**src/rtl/vpd_pkg.sv**
```systemverilog
package vpd_pkg;
  typedef enum logic [1:0] {
    ERR_NONE    = 2'd0,
    ERR_RANGE   = 2'd1,
    ERR_TIMEOUT = 2'd2,
    ERR_BUS     = 2'd3
  } err_e;

  localparam int FLAG_BIT = 15;
  localparam int CAP_AW   = 15;
  localparam logic SEL_ADDR = 1'b0;
  localparam logic SEL_DATA = 1'b1;
endpackage

```
**src/rtl/vpd_req_check.sv**
```systemverilog
module vpd_req_check #(
  parameter int LEN_W   = 16,
  parameter int MAX_LEN = 32768
) (
  input  logic             is_write,
  input  logic [LEN_W-1:0] pos,
  input  logic [LEN_W-1:0] count,
  output logic [LEN_W:0]   end_pos,
  output logic [LEN_W-1:0] eff_count,
  output logic             reject,
  output logic             empty
);
  localparam int EW = LEN_W + 1;
  localparam logic [EW-1:0] LIMIT = EW'(MAX_LEN);

  logic [EW-1:0] raw_end;
  logic [EW-1:0] clip_end;

  assign raw_end  = {1'b0, pos} + {1'b0, count};
  assign clip_end = (raw_end > LIMIT) ? LIMIT : raw_end;

  always_comb begin
    reject    = 1'b0;
    empty     = 1'b0;
    end_pos   = raw_end;
    eff_count = count;
    if (is_write) begin
      reject = (pos[1:0] != 2'b00) || (count[1:0] != 2'b00) || (raw_end > LIMIT);
      empty  = (count == '0);
    end else if ({1'b0, pos} >= LIMIT) begin
      empty     = 1'b1;
      eff_count = '0;
    end else begin
      end_pos   = clip_end;
      eff_count = LEN_W'(clip_end - {1'b0, pos});
      empty     = (eff_count == '0);
    end
  end
endmodule

```
**src/rtl/vpd_poll_timer.sv**
```systemverilog
module vpd_poll_timer #(
  parameter int CLK_PER_US   = 100,
  parameter int TIMEOUT_US   = 125000,
  parameter int FIRST_GAP_US = 16,
  parameter int MAX_GAP_US   = 1024
) (
  input  logic clk,
  input  logic rst,
  input  logic start,
  input  logic wait_go,
  output logic expired,
  output logic wait_done
);
  localparam int unsigned LIMIT = TIMEOUT_US * CLK_PER_US;
  localparam int unsigned GAP0  = FIRST_GAP_US * CLK_PER_US;
  localparam int unsigned GAPM  = MAX_GAP_US * CLK_PER_US;
  localparam int TW = $clog2(LIMIT + 1);
  localparam int GW = $clog2(GAPM + 1) + 1;

  logic [TW-1:0] elapsed;
  logic [GW-1:0] gap;
  logic [GW-1:0] wcnt;
  logic          waiting;

  assign expired = (elapsed == TW'(LIMIT));

  always_ff @(posedge clk) begin
    if (rst) begin
      elapsed   <= '0;
      gap       <= GW'(GAP0);
      wcnt      <= '0;
      waiting   <= 1'b0;
      wait_done <= 1'b0;
    end else begin
      wait_done <= 1'b0;
      if (start) begin
        elapsed <= '0;
        gap     <= GW'(GAP0);
      end else if (!expired) begin
        elapsed <= elapsed + 1'b1;
      end
      if (wait_go) begin
        wcnt    <= gap - 1'b1;
        waiting <= 1'b1;
        gap     <= (gap > (GW'(GAPM) - gap)) ? GW'(GAPM) : (gap << 1);
      end else if (waiting) begin
        if (wcnt == '0) begin
          waiting   <= 1'b0;
          wait_done <= 1'b1;
        end else begin
          wcnt <= wcnt - 1'b1;
        end
      end
    end
  end
endmodule

```
**src/rtl/vpd_lane_unpack.sv**
```systemverilog
module vpd_lane_unpack (
  input  logic        clk,
  input  logic        rst,
  input  logic        load,
  input  logic [31:0] word,
  input  logic [1:0]  first_lane,
  input  logic [1:0]  last_lane,
  output logic        active,
  output logic        byte_valid,
  output logic [7:0]  byte_data
);
  logic [31:0] word_q;
  logic [1:0]  lane;
  logic [1:0]  last_q;

  always_ff @(posedge clk) begin
    if (rst) begin
      word_q     <= '0;
      lane       <= '0;
      last_q     <= '0;
      active     <= 1'b0;
      byte_valid <= 1'b0;
      byte_data  <= '0;
    end else begin
      byte_valid <= 1'b0;
      if (load) begin
        word_q <= word;
        lane   <= first_lane;
        last_q <= last_lane;
        active <= 1'b1;
      end else if (active) begin
        byte_valid <= 1'b1;
        byte_data  <= word_q[{lane, 3'b000} +: 8];
        lane       <= lane + 2'd1;
        if (lane == last_q) active <= 1'b0;
      end
    end
  end
endmodule

```
**src/rtl/vpd_xfer_engine.sv**
```systemverilog
module vpd_xfer_engine
  import vpd_pkg::*;
#(
  parameter int LEN_W        = 16,
  parameter int MAX_LEN      = 32768,
  parameter int CLK_PER_US   = 100,
  parameter int TIMEOUT_US   = 125000,
  parameter int FIRST_GAP_US = 16,
  parameter int MAX_GAP_US   = 1024
) (
  input  logic             clk,
  input  logic             rst,
  input  logic             cmd_valid,
  input  logic             cmd_write,
  input  logic [LEN_W-1:0] cmd_pos,
  input  logic [LEN_W-1:0] cmd_count,
  input  logic [31:0]      wd_word,
  output logic             wd_take,
  output logic             busy,
  output logic             rd_valid,
  output logic [7:0]       rd_byte,
  output logic             done,
  output logic             err,
  output logic [1:0]       err_code,
  output logic [LEN_W-1:0] xfer_count,
  output logic             cfg_req,
  output logic             cfg_we,
  output logic             cfg_sel,
  output logic [31:0]      cfg_wdata,
  input  logic             cfg_ack,
  input  logic             cfg_err,
  input  logic [31:0]      cfg_rdata
);
  localparam int EW = LEN_W + 1;

  typedef enum logic [3:0] {
    S_IDLE, S_RD_ADDR, S_POLL, S_GAP, S_RD_DATA, S_EMIT,
    S_WR_DATA, S_WR_ADDR, S_FINISH, S_FAIL
  } state_e;

  state_e           state;
  logic             wr_q;
  logic             want_q;
  logic [EW-1:0]    cur;
  logic [EW-1:0]    endp;
  logic [LEN_W-1:0] total;
  err_e             code_q;

  // request range decode
  logic [EW-1:0]    rc_end;
  logic [LEN_W-1:0] rc_cnt;
  logic             rc_reject;
  logic             rc_empty;

  vpd_req_check #(.LEN_W(LEN_W), .MAX_LEN(MAX_LEN)) u_req_check (
    .is_write  (cmd_write),
    .pos       (cmd_pos),
    .count     (cmd_count),
    .end_pos   (rc_end),
    .eff_count (rc_cnt),
    .reject    (rc_reject),
    .empty     (rc_empty)
  );

  // poll pacing
  logic acc_ok;
  logic flag_seen;
  logic tmr_start;
  logic tmr_wait;
  logic tmr_exp;
  logic tmr_done;

  assign acc_ok    = cfg_ack & ~cfg_err;
  assign flag_seen = cfg_rdata[FLAG_BIT];
  assign tmr_start = acc_ok && ((state == S_RD_ADDR) || (state == S_WR_ADDR));
  assign tmr_wait  = acc_ok && (state == S_POLL) && (flag_seen != want_q) && !tmr_exp;

  vpd_poll_timer #(
    .CLK_PER_US   (CLK_PER_US),
    .TIMEOUT_US   (TIMEOUT_US),
    .FIRST_GAP_US (FIRST_GAP_US),
    .MAX_GAP_US   (MAX_GAP_US)
  ) u_poll_timer (
    .clk       (clk),
    .rst       (rst),
    .start     (tmr_start),
    .wait_go   (tmr_wait),
    .expired   (tmr_exp),
    .wait_done (tmr_done)
  );

  // dword bookkeeping
  logic [EW-1:0] cur_base;
  logic [EW-1:0] next_base;
  logic [EW-1:0] remain;
  logic [1:0]    last_lane;
  logic          up_load;
  logic          up_active;

  assign cur_base  = {cur[EW-1:2], 2'b00};
  assign next_base = cur_base + EW'(4);
  assign remain    = endp - cur_base;
  assign last_lane = (remain <= EW'(4)) ? (endp[1:0] - 2'd1) : 2'd3;
  assign up_load   = acc_ok && (state == S_RD_DATA);

  vpd_lane_unpack u_lane_unpack (
    .clk        (clk),
    .rst        (rst),
    .load       (up_load),
    .word       (cfg_rdata),
    .first_lane (cur[1:0]),
    .last_lane  (last_lane),
    .active     (up_active),
    .byte_valid (rd_valid),
    .byte_data  (rd_byte)
  );

  function automatic logic [31:0] addr_word(input logic [EW-1:0] a, input logic flag);
    return {16'h0000, flag, a[CAP_AW-1:2], 2'b00};
  endfunction

  always_ff @(posedge clk) begin
    if (rst) begin
      state      <= S_IDLE;
      wr_q       <= 1'b0;
      want_q     <= 1'b0;
      cur        <= '0;
      endp       <= '0;
      total      <= '0;
      code_q     <= ERR_NONE;
      busy       <= 1'b0;
      done       <= 1'b0;
      err        <= 1'b0;
      err_code   <= ERR_NONE;
      xfer_count <= '0;
      wd_take    <= 1'b0;
      cfg_req    <= 1'b0;
      cfg_we     <= 1'b0;
      cfg_sel    <= SEL_ADDR;
      cfg_wdata  <= '0;
    end else begin
      done    <= 1'b0;
      err     <= 1'b0;
      wd_take <= 1'b0;
      if (cfg_ack) cfg_req <= 1'b0;
      unique case (state)
        S_IDLE: begin
          if (cmd_valid) begin
            busy  <= 1'b1;
            wr_q  <= cmd_write;
            cur   <= {1'b0, cmd_pos};
            endp  <= rc_end;
            total <= rc_cnt;
            if (rc_reject) begin
              code_q <= ERR_RANGE;
              state  <= S_FAIL;
            end else if (rc_empty) begin
              total <= '0;
              state <= S_FINISH;
            end else if (cmd_write) begin
              cfg_req   <= 1'b1;
              cfg_we    <= 1'b1;
              cfg_sel   <= SEL_DATA;
              cfg_wdata <= wd_word;
              state     <= S_WR_DATA;
            end else begin
              cfg_req   <= 1'b1;
              cfg_we    <= 1'b1;
              cfg_sel   <= SEL_ADDR;
              cfg_wdata <= addr_word({1'b0, cmd_pos}, 1'b0);
              state     <= S_RD_ADDR;
            end
          end
        end
        S_RD_ADDR, S_WR_ADDR: begin
          if (cfg_ack) begin
            if (cfg_err) begin
              code_q <= ERR_BUS;
              state  <= S_FAIL;
            end else begin
              want_q    <= (state == S_RD_ADDR);
              cfg_req   <= 1'b1;
              cfg_we    <= 1'b0;
              cfg_sel   <= SEL_ADDR;
              cfg_wdata <= '0;
              state     <= S_POLL;
            end
          end
        end
        S_POLL: begin
          if (cfg_ack) begin
            if (cfg_err) begin
              code_q <= ERR_BUS;
              state  <= S_FAIL;
            end else if (flag_seen == want_q) begin
              if (!wr_q) begin
                cfg_req <= 1'b1;
                cfg_we  <= 1'b0;
                cfg_sel <= SEL_DATA;
                state   <= S_RD_DATA;
              end else begin
                cur <= next_base;
                if (next_base >= endp) begin
                  state <= S_FINISH;
                end else begin
                  cfg_req   <= 1'b1;
                  cfg_we    <= 1'b1;
                  cfg_sel   <= SEL_DATA;
                  cfg_wdata <= wd_word;
                  state     <= S_WR_DATA;
                end
              end
            end else if (tmr_exp) begin
              code_q <= ERR_TIMEOUT;
              state  <= S_FAIL;
            end else begin
              state <= S_GAP;
            end
          end
        end
        S_GAP: begin
          if (tmr_done) begin
            cfg_req <= 1'b1;
            cfg_we  <= 1'b0;
            cfg_sel <= SEL_ADDR;
            state   <= S_POLL;
          end
        end
        S_RD_DATA: begin
          if (cfg_ack) begin
            if (cfg_err) begin
              code_q <= ERR_BUS;
              state  <= S_FAIL;
            end else begin
              state <= S_EMIT;
            end
          end
        end
        S_EMIT: begin
          if (!up_active) begin
            cur <= next_base;
            if (next_base >= endp) begin
              state <= S_FINISH;
            end else begin
              cfg_req   <= 1'b1;
              cfg_we    <= 1'b1;
              cfg_sel   <= SEL_ADDR;
              cfg_wdata <= addr_word(next_base, 1'b0);
              state     <= S_RD_ADDR;
            end
          end
        end
        S_WR_DATA: begin
          if (cfg_ack) begin
            if (cfg_err) begin
              code_q <= ERR_BUS;
              state  <= S_FAIL;
            end else begin
              wd_take   <= 1'b1;
              cfg_req   <= 1'b1;
              cfg_we    <= 1'b1;
              cfg_sel   <= SEL_ADDR;
              cfg_wdata <= addr_word(cur, 1'b1);
              state     <= S_WR_ADDR;
            end
          end
        end
        S_FINISH: begin
          done       <= 1'b1;
          busy       <= 1'b0;
          err_code   <= ERR_NONE;
          xfer_count <= total;
          state      <= S_IDLE;
        end
        S_FAIL: begin
          err        <= 1'b1;
          busy       <= 1'b0;
          err_code   <= code_q;
          xfer_count <= '0;
          state      <= S_IDLE;
        end
        default: state <= S_IDLE;
      endcase
    end
  end
endmodule

```
**config.mk**
```make
export PLATFORM = sky130hd
export DESIGN_NAME = vpd_xfer_engine
export DESIGN_NICKNAME = d
export VERILOG_FILES = /design/src/rtl/vpd_pkg.sv /design/src/rtl/vpd_req_check.sv /design/src/rtl/vpd_poll_timer.sv /design/src/rtl/vpd_lane_unpack.sv /design/src/rtl/vpd_xfer_engine.sv
export SDC_FILE = /design/constraint.sdc
export NUM_CORES = 1
export LEC_CHECK = 0
export BUFFER_PORTS_ARGS = -buffer_cell sky130_fd_sc_hd__buf_2
export CAP_MARGIN = 20
export CELL_PAD_IN_SITES_DETAIL_PLACEMENT = 1
export CELL_PAD_IN_SITES_GLOBAL_PLACEMENT = 1
export CORE_ASPECT_RATIO = 0.6
export CORE_UTILIZATION = 47
export DETAILED_ROUTE_END_ITERATION = 6
export PLACE_DENSITY = 0.88
export SYNTH_ARGS = -nofsm -noshare
export SYNTH_HDL_FRONTEND = slang
export SYNTH_SLANG_ARGS = --single-unit
```
**constraint.sdc**
```tcl
create_clock -name clk -period 11.22 [get_ports clk]
set_clock_uncertainty 0.05 [all_clocks]
set_input_delay 2.244 -clock clk [delete_from_list [all_inputs] [get_ports clk]]
set_output_delay 2.244 -clock clk [all_outputs]
set_load 0.05 [all_outputs]
```
== Yosys cells after proc, flatten, opt, wreduce, memory -nomap -nowiden ==
Cells that the tools add are included.
Word-level totals
  bits in registers: 223
  input port bits: 102
  output and inout port bits: 66
  word-level logic and storage cells: 259
Cells by class
  $add $sub $neg: 10
  $lt $le $gt $ge: 5
  equal/unequal tests: 38
  shift-type cells: 1
  multiplexer cells: 127
  bitwise gates (word level): 6
  reductions and logical operators: 44
Operators with widths (number)
  32-bit two-way mux: 15
  32-bit one-hot mux with 5 select lines: 1
  17-bit two-way mux: 9
  18-bit two-way mux: 6
  4-bit two-way mux: 18
  16-bit two-way mux: 4
  1-bit two-way mux: 53
  17-bit one-hot mux with 3 select lines: 1
  18-bit by 1-bit subtractor with 18-bit output (second input constant): 2
  2-bit inequality test (second input constant): 17
  16-bit zero test: 2
  16-bit one-hot mux with 2 select lines: 1
  32-bit by 6-bit variable part select with 8-bit output: 1
  4-bit one-hot mux with 7 select lines: 1
  13-bit AND reduction: 2
  24-bit by 1-bit adder with 24-bit output (second input constant): 1
  24-bit equality test (second input constant): 1
  2-bit two-way mux: 11
  18-bit > comparator: 1
  18-bit zero test: 1
  17-bit by 18-bit subtractor with 18-bit output (first input constant): 1
  16-bit by 16-bit adder with 17-bit output: 1
  17-bit by 3-bit adder with 17-bit output (second input constant): 1
  17-bit greater-or-equal comparator: 1
  other kinds (41): 79

== Logic depth before layout (Yosys ltp) ==
  depth in word-level cells: 11
  gate-level depth with buffers: 26
  gate-level depth less buffers: 23

== Cells and area by module ==
A second synthesis with hierarchy kept.
Unflattened totals
  cell total of the unflattened synthesis: 1815
  area, all modules: 14244.9 sq um
By module, submodules not included
  vpd_xfer_engine: instances 1, cells an instance 905, area an instance 6895.4 sq um, sequential area each 2302.2 sq um
  vpd_poll_timer: instances 1, cells an instance 421, area an instance 3395.8 sq um, sequential area each 1121.1 sq um
  vpd_req_check: instances 1, cells an instance 313, area an instance 2119.5 sq um, sequential area each 0.0 sq um
  vpd_lane_unpack: instances 1, cells an instance 176, area an instance 1834.3 sq um, sequential area each 920.9 sq um

== Least setup slack after synthesis ==
OpenSTA, ideal clock, no wires.
  path type: input port to flip-flop
  start: in cmd_pos[0]
  end: reg cfg_sel
  library setup time: 0.091 ns
  data arrival time: 7.902 ns
  required time: 11.079 ns
  setup slack: 3.177 ns
  stages on the path: 24
  buffers on the path: 3
  cells stage by stage: ha_1 fa_1 a211oi_2 o211ai_2 a2111oi_4 o21ai_0 nand2_1 and4b_4 nor2_1 clkbuf_1 nor2b_1 fa_1 a21o_1 a221oi_2 a21oi_1 a2111oi_0 o311ai_0 or4_1 a2111oi_0 and3_1 a21oi_1 buf_2 buf_6 a311oi_1
Between the ends
  longest elaborated chain between the ends: 9
  elaborated cells on any way between the ends: 15
  classes of those cells: add/sub (2); order compare (2); eq/ne (2); mux (4); reduce/logical (5)
RTL lines
  from (decl): line vpd_xfer_engine.sv:15  | input logic [LEN_W-1:0] cmd_pos,
  16-bit by 16-bit adder with 17-bit output: line vpd_req_check.sv:19  | assign raw_end = {1'b0, pos} + {1'b0, count};
  17-bit by 16-bit > comparator with 1-bit output: line vpd_req_check.sv:20, vpd_req_check.sv:28
  17-bit two-way mux: line vpd_req_check.sv:20  | assign clip_end = (raw_end > LIMIT) ? LIMIT : raw_end;
  16-bit subtractor: line vpd_req_check.sv:35  | eff_count = LEN_W'(clip_end - {1'b0, pos});
  16-bit zero test: line vpd_req_check.sv:36  | empty = (eff_count == '0);
  1-bit two-way mux: line vpd_req_check.sv:30  | end else if ({1'b0, pos} >= LIMIT) begin
  1-bit two-way mux: line vpd_req_check.sv:27  | if (is_write) begin
  2-bit inequality test (no source line)
  13-bit AND reduction (no source line) (*)
  to (signal assigned): line vpd_xfer_engine.sv:139  | cfg_sel <= SEL_ADDR;
  to (signal assigned): line vpd_xfer_engine.sv:163  | cfg_sel <= SEL_DATA;
  to (signal assigned): line vpd_xfer_engine.sv:169  | cfg_sel <= SEL_ADDR;
  to (decl): line vpd_xfer_engine.sv:28  | output logic cfg_sel,
Mark *: on every way between the ends. The rest lies on a longest branch, timed or not.
A chain may end at the register's enable or synchronous reset.

== Worst setup path after layout ==
  start: in cmd_pos[0]
  end: reg cfg_wdata[3]
Between the ends
  longest elaborated chain between the ends: 9
  elaborated cells on any way between the ends: 15
  classes of those cells: add/sub (2); order compare (2); eq/ne (2); mux (4); reduce/logical (5)
RTL lines
  16-bit by 16-bit adder with 17-bit output: line vpd_req_check.sv:19
  17-bit by 16-bit > comparator with 1-bit output: line vpd_req_check.sv:20, vpd_req_check.sv:28
  17-bit two-way mux: line vpd_req_check.sv:20
  16-bit subtractor: line vpd_req_check.sv:35
  16-bit zero test: line vpd_req_check.sv:36
  1-bit two-way mux: line vpd_req_check.sv:30
  1-bit two-way mux: line vpd_req_check.sv:27
  2-bit inequality test (no source line)
  15-bit AND reduction (no source line) (*)
  to (signal assigned): line vpd_xfer_engine.sv:164  | cfg_wdata <= wd_word;
  to (signal assigned): line vpd_xfer_engine.sv:170  | cfg_wdata <= addr_word({1'b0, cmd_pos}, 1'b0);
  to (signal assigned): line vpd_xfer_engine.sv:209  | cfg_wdata <= wd_word;
  to (decl): line vpd_xfer_engine.sv:29  | output logic [31:0] cfg_wdata,
Marked as above.

==> impl_metrics.py <==
metrics = {
    "power": {
        "p_leak_nw": 6.04,
        "peakVddDrop_mv": 0.188,
        "powerDensity_nw_per_um2": 272,
    },
    "placed_design": {
        "dp_hpwl_um": 36800,
        "io_buffers": 167,
        "pre_cts_slack_ns": 1.50,
        "place_congestion": 1.01,
    },
    "logic_synthesis": {
        "async_reset_ff_share_pct": 0,
        "synthSimpleGateAreaFrac_pct": 21.4,
        "syn_area_um2": 13300,
        "synth_fp_nets": 1885,
        "synth_edf_count": 0,
        "synthAdderAreaFrac_pct": 7.13,
        "syn-instance-count": 1709,
        "synth_top_family_by_area": "compound AO/OA/AOI/OAI gates",
        "yosysWarnings": 0,
        "syn_area_per_cell_um2": 7.79,
        "synthFlopType": "dfxtp_1",
        "synthMuxAreaShare_pct": 2.39,
        "synth_xor_area_share_pct": 6.32,
        "yosysSeqAreaShare_pct": 32.6,
        "ys_seq_elements": 217,
        "synth_compound_area_share_pct": 24.6,
        "ys_types": 81,
    },
    "worst_setup_path": {
        "cp.required_ns": 11.59,
        "crit_arrival_ns": 9.90,
        "critPathKind": "input pin to flop",
        "ff2ff_setup_slack_ns": 5.34,
        "r2r-start": "cur[4]$_SDFFE_PP0P_",
        "cp_max_fo": 27,
        "start_kind": "input pin",
        "rr_endpoint": "cfg_wdata[3]$_SDFFE_PP0P_",
        "ff2ff_path_depth": 18,
        "endpoint_kind": "flop",
    },
    "grt": {
        "grt_max_degree": 94,
        "grt-ovfl-total": 0,
        "grt_pass1_wl_um": 79000,
        "antenna_found_initial": 4,
        "grt_usage_pct": 34.5,
        "grt_pass1_vias": 13906,
    },
    "clock_network": {
        "cts-root-buf": "clkbuf_16",
        "cts_buffer_depth": 3,
        "htreeDepth": 1,
        "cts_setup_buffers": 0,
        "cts.clk_slew.worst_paths_ns": 0.06,
        "cts_resized": 0,
        "tritoncts.num_buffers": 22,
        "clk_latency_ns": 0.54,
        "holdBufCountCts": 0,
        "cts_tree": "built",
        "cts_sinks": 217,
    },
    "die": {
        "die_width_um": 219,
        "dieArea_um2": 29000,
        "coreArea_um2": 27700,
        "dieHeight_um": 132,
        "start_util_pct": 48.0,
        "rows": 47,
        "boundaryPins": 168,
    },
    "min_path": {
        "hold_path.class": "flop to flop",
        "whs_endpoint": "u_lane_unpack.word_q[23]$_SDFFE_PP0P_",
        "whs_path_depth": 2,
        "min_from": "u_lane_unpack.word_q[23]$_SDFFE_PP0P_",
    },
    "sta": {
        "tightestPinTransition_ns": 1.16,
        "final_hold_viol_count": 0,
        "period_minus_slack_ns": 9.53,
        "layout_setup_ws_ns": 1.69,
        "slew_viol_final": 0,
        "clock.fmax_mhz": 105,
        "fin_setup_tns_ns": 0,
        "finalSetupViolations": 0,
        "period_share_pct": 84.9,
        "slew_headroom_pct": 22.1,
        "rsz0062_at_grt": "no",
    },
    "cells_and_area": {
        "layout_commonest_cell": "dfxtp_1",
        "area_growth_syn_to_layout_pct": 13.8,
        "drive_gt1_share_pct": 14.0,
        "fin_nets": 1986,
        "n_fill_cell": 3469,
        "final_cell_mix": "dfxtp_1, nand2_1, nor2_1",
    },
    "detailed_routing": {
        "drc": 0,
        "drt_iter0_drc": 1233,
        "viasPerCell": 6.34,
        "routedWlPerCell_um": 23.0,
        "ant_nets": 0,
        "wl_um": 50400,
        "vias": 13914,
        "dr.pass1.iters": 7,
    },
    "run_status": {
        "outcome": "finished, final reports clean",
    },
    "job": {
        "drv_cap": 0,
    },
}
Yosys cell counts (17+ instances only):
library cell | count | area share, %
nor3_1 | 63 | 2.4
or3_1 | 17 | 0.80
nand3_1 | 35 | 1.3
inv_1 | 83 | 2.3
nand2_1 | 191 | 5.4
nor4_1 | 18 | 0.85
a22o_1 | 20 | 1.3
xnor2_1 | 55 | 3.6
ha_1 | 71 | 6.7
a221oi_1 | 22 | 1.4
a21oi_1 | 169 | 6.4
nor2_1 | 172 | 4.9
a22oi_1 | 24 | 1.4
o21ai_0 | 94 | 3.5
a21o_1 | 18 | 1.0
clkbuf_1 | 97 | 2.7
nand4_1 | 29 | 1.4
xor2_1 | 41 | 2.7
a211oi_1 | 35 | 2.0
nor2b_1 | 17 | 0.80
nand2b_1 | 18 | 0.85
dfxtp_1 | 217 | 33
per-layer routing:
layer	GRT usage [%]	vias up	share of wire (%)
met4	8.95	4	2.8
met3	10.7	105	11
met5	0	-	0.056
met1	49.7	6856	45
met2	49.5	605	41
li1	-	6344	-
stage by stage:
step	power (mW)	cells	hold slack (ns)	utilization, %	instance area [um2]
after floorplan	2.57	1709	0.382	-	13300
after global placement	3.12	2146	0.390	51.7	14300
after detailed placement	3.24	2149	0.399	51.9	14400
after CTS	4.02	2189	0.408	54.4	15100
after global routing	4.35	2194	0.427	54.7	15100
final	4.12	2196	0.408	54.7	15100
state kept, by name, summed over array words and instances (netlist names), 4 cells and up:
name and flops:
u_lane_unpack.byte_data 8, u_lane_unpack.word_q 32, cfg_wdata 32, total 16
u_poll_timer.wcnt 18, u_poll_timer.elapsed 24, state 4, u_poll_timer.gap 12
endp 17, cur 17, xfer_count 16
critical path: stages:
cell and delay, ns:
buf_2 0.15, ha_1 0.26, fa_1 0.47, a211oi_2 0.31
o211ai_2 0.21, a2111oi_4 0.44, o21ai_0 0.17, nand2_1 0.10
and4b_4 0.24, nor2_1 0.66, nor2b_1 0.20, fa_1 0.48
a21o_1 0.21, a221oi_2 0.34, a21oi_1 0.19, a2111oi_0 0.60
o311ai_0 0.26, or4_1 0.44, a2111oi_0 0.61, and3_1 0.34
a21o_4 0.30, nor2_1 0.30, a311oi_1 0.36
kinds of logic after synthesis:
group,after synthesis
xor+xnor,96
fa+ha+maj,74
flops,217
mux,21
buf+inv,195
compound gates,497
simple gates,609
report_power, final:
part	internal (mW)	leakage, nW	switching [mW]	total, mW
Combinational	0.763	3.92	1.54	2.30
Sequential	0.911	1.76	0.164	1.08
Clock	0.420	0.352	0.325	0.746
Total	2.09	6.04	2.03	4.12
final cells by class:
class	instances	area, um2	share of cell area, %
Timing Repair Buffer	189	1050	6.97
Antenna cell	3	7.51	0.0496
Sequential cell	217	4340	28.7
Inverter	83	312	2.06
Multi-Input combinational cell	1297	8250	54.5
Tap cell	367	459	3.03
Clock buffer	34	646	4.26
Clock inverter	6	66.3	0.438
how the worst max path moves through the flow:
stage,from,end,slack (ns),depth (start not counted)
floorplan,cmd_pos[0],cfg_sel$_SDFFE_PP0P_,3.18,24
global placement,cmd_pos[0],cfg_wdata[3]$_SDFFE_PP0P_,1.88,23
detailed placement,cmd_pos[0],cfg_wdata[3]$_SDFFE_PP0P_,1.50,23
CTS,cmd_pos[0],cfg_wdata[11]$_SDFFE_PP0P_,1.99,23
global route,cmd_pos[0],cfg_wdata[8]$_SDFFE_PP0P_,1.35,23
finish,cmd_pos[0],cfg_wdata[3]$_SDFFE_PP0P_,1.69,23
Note: power is estimated with default switching activity, not from simulation.
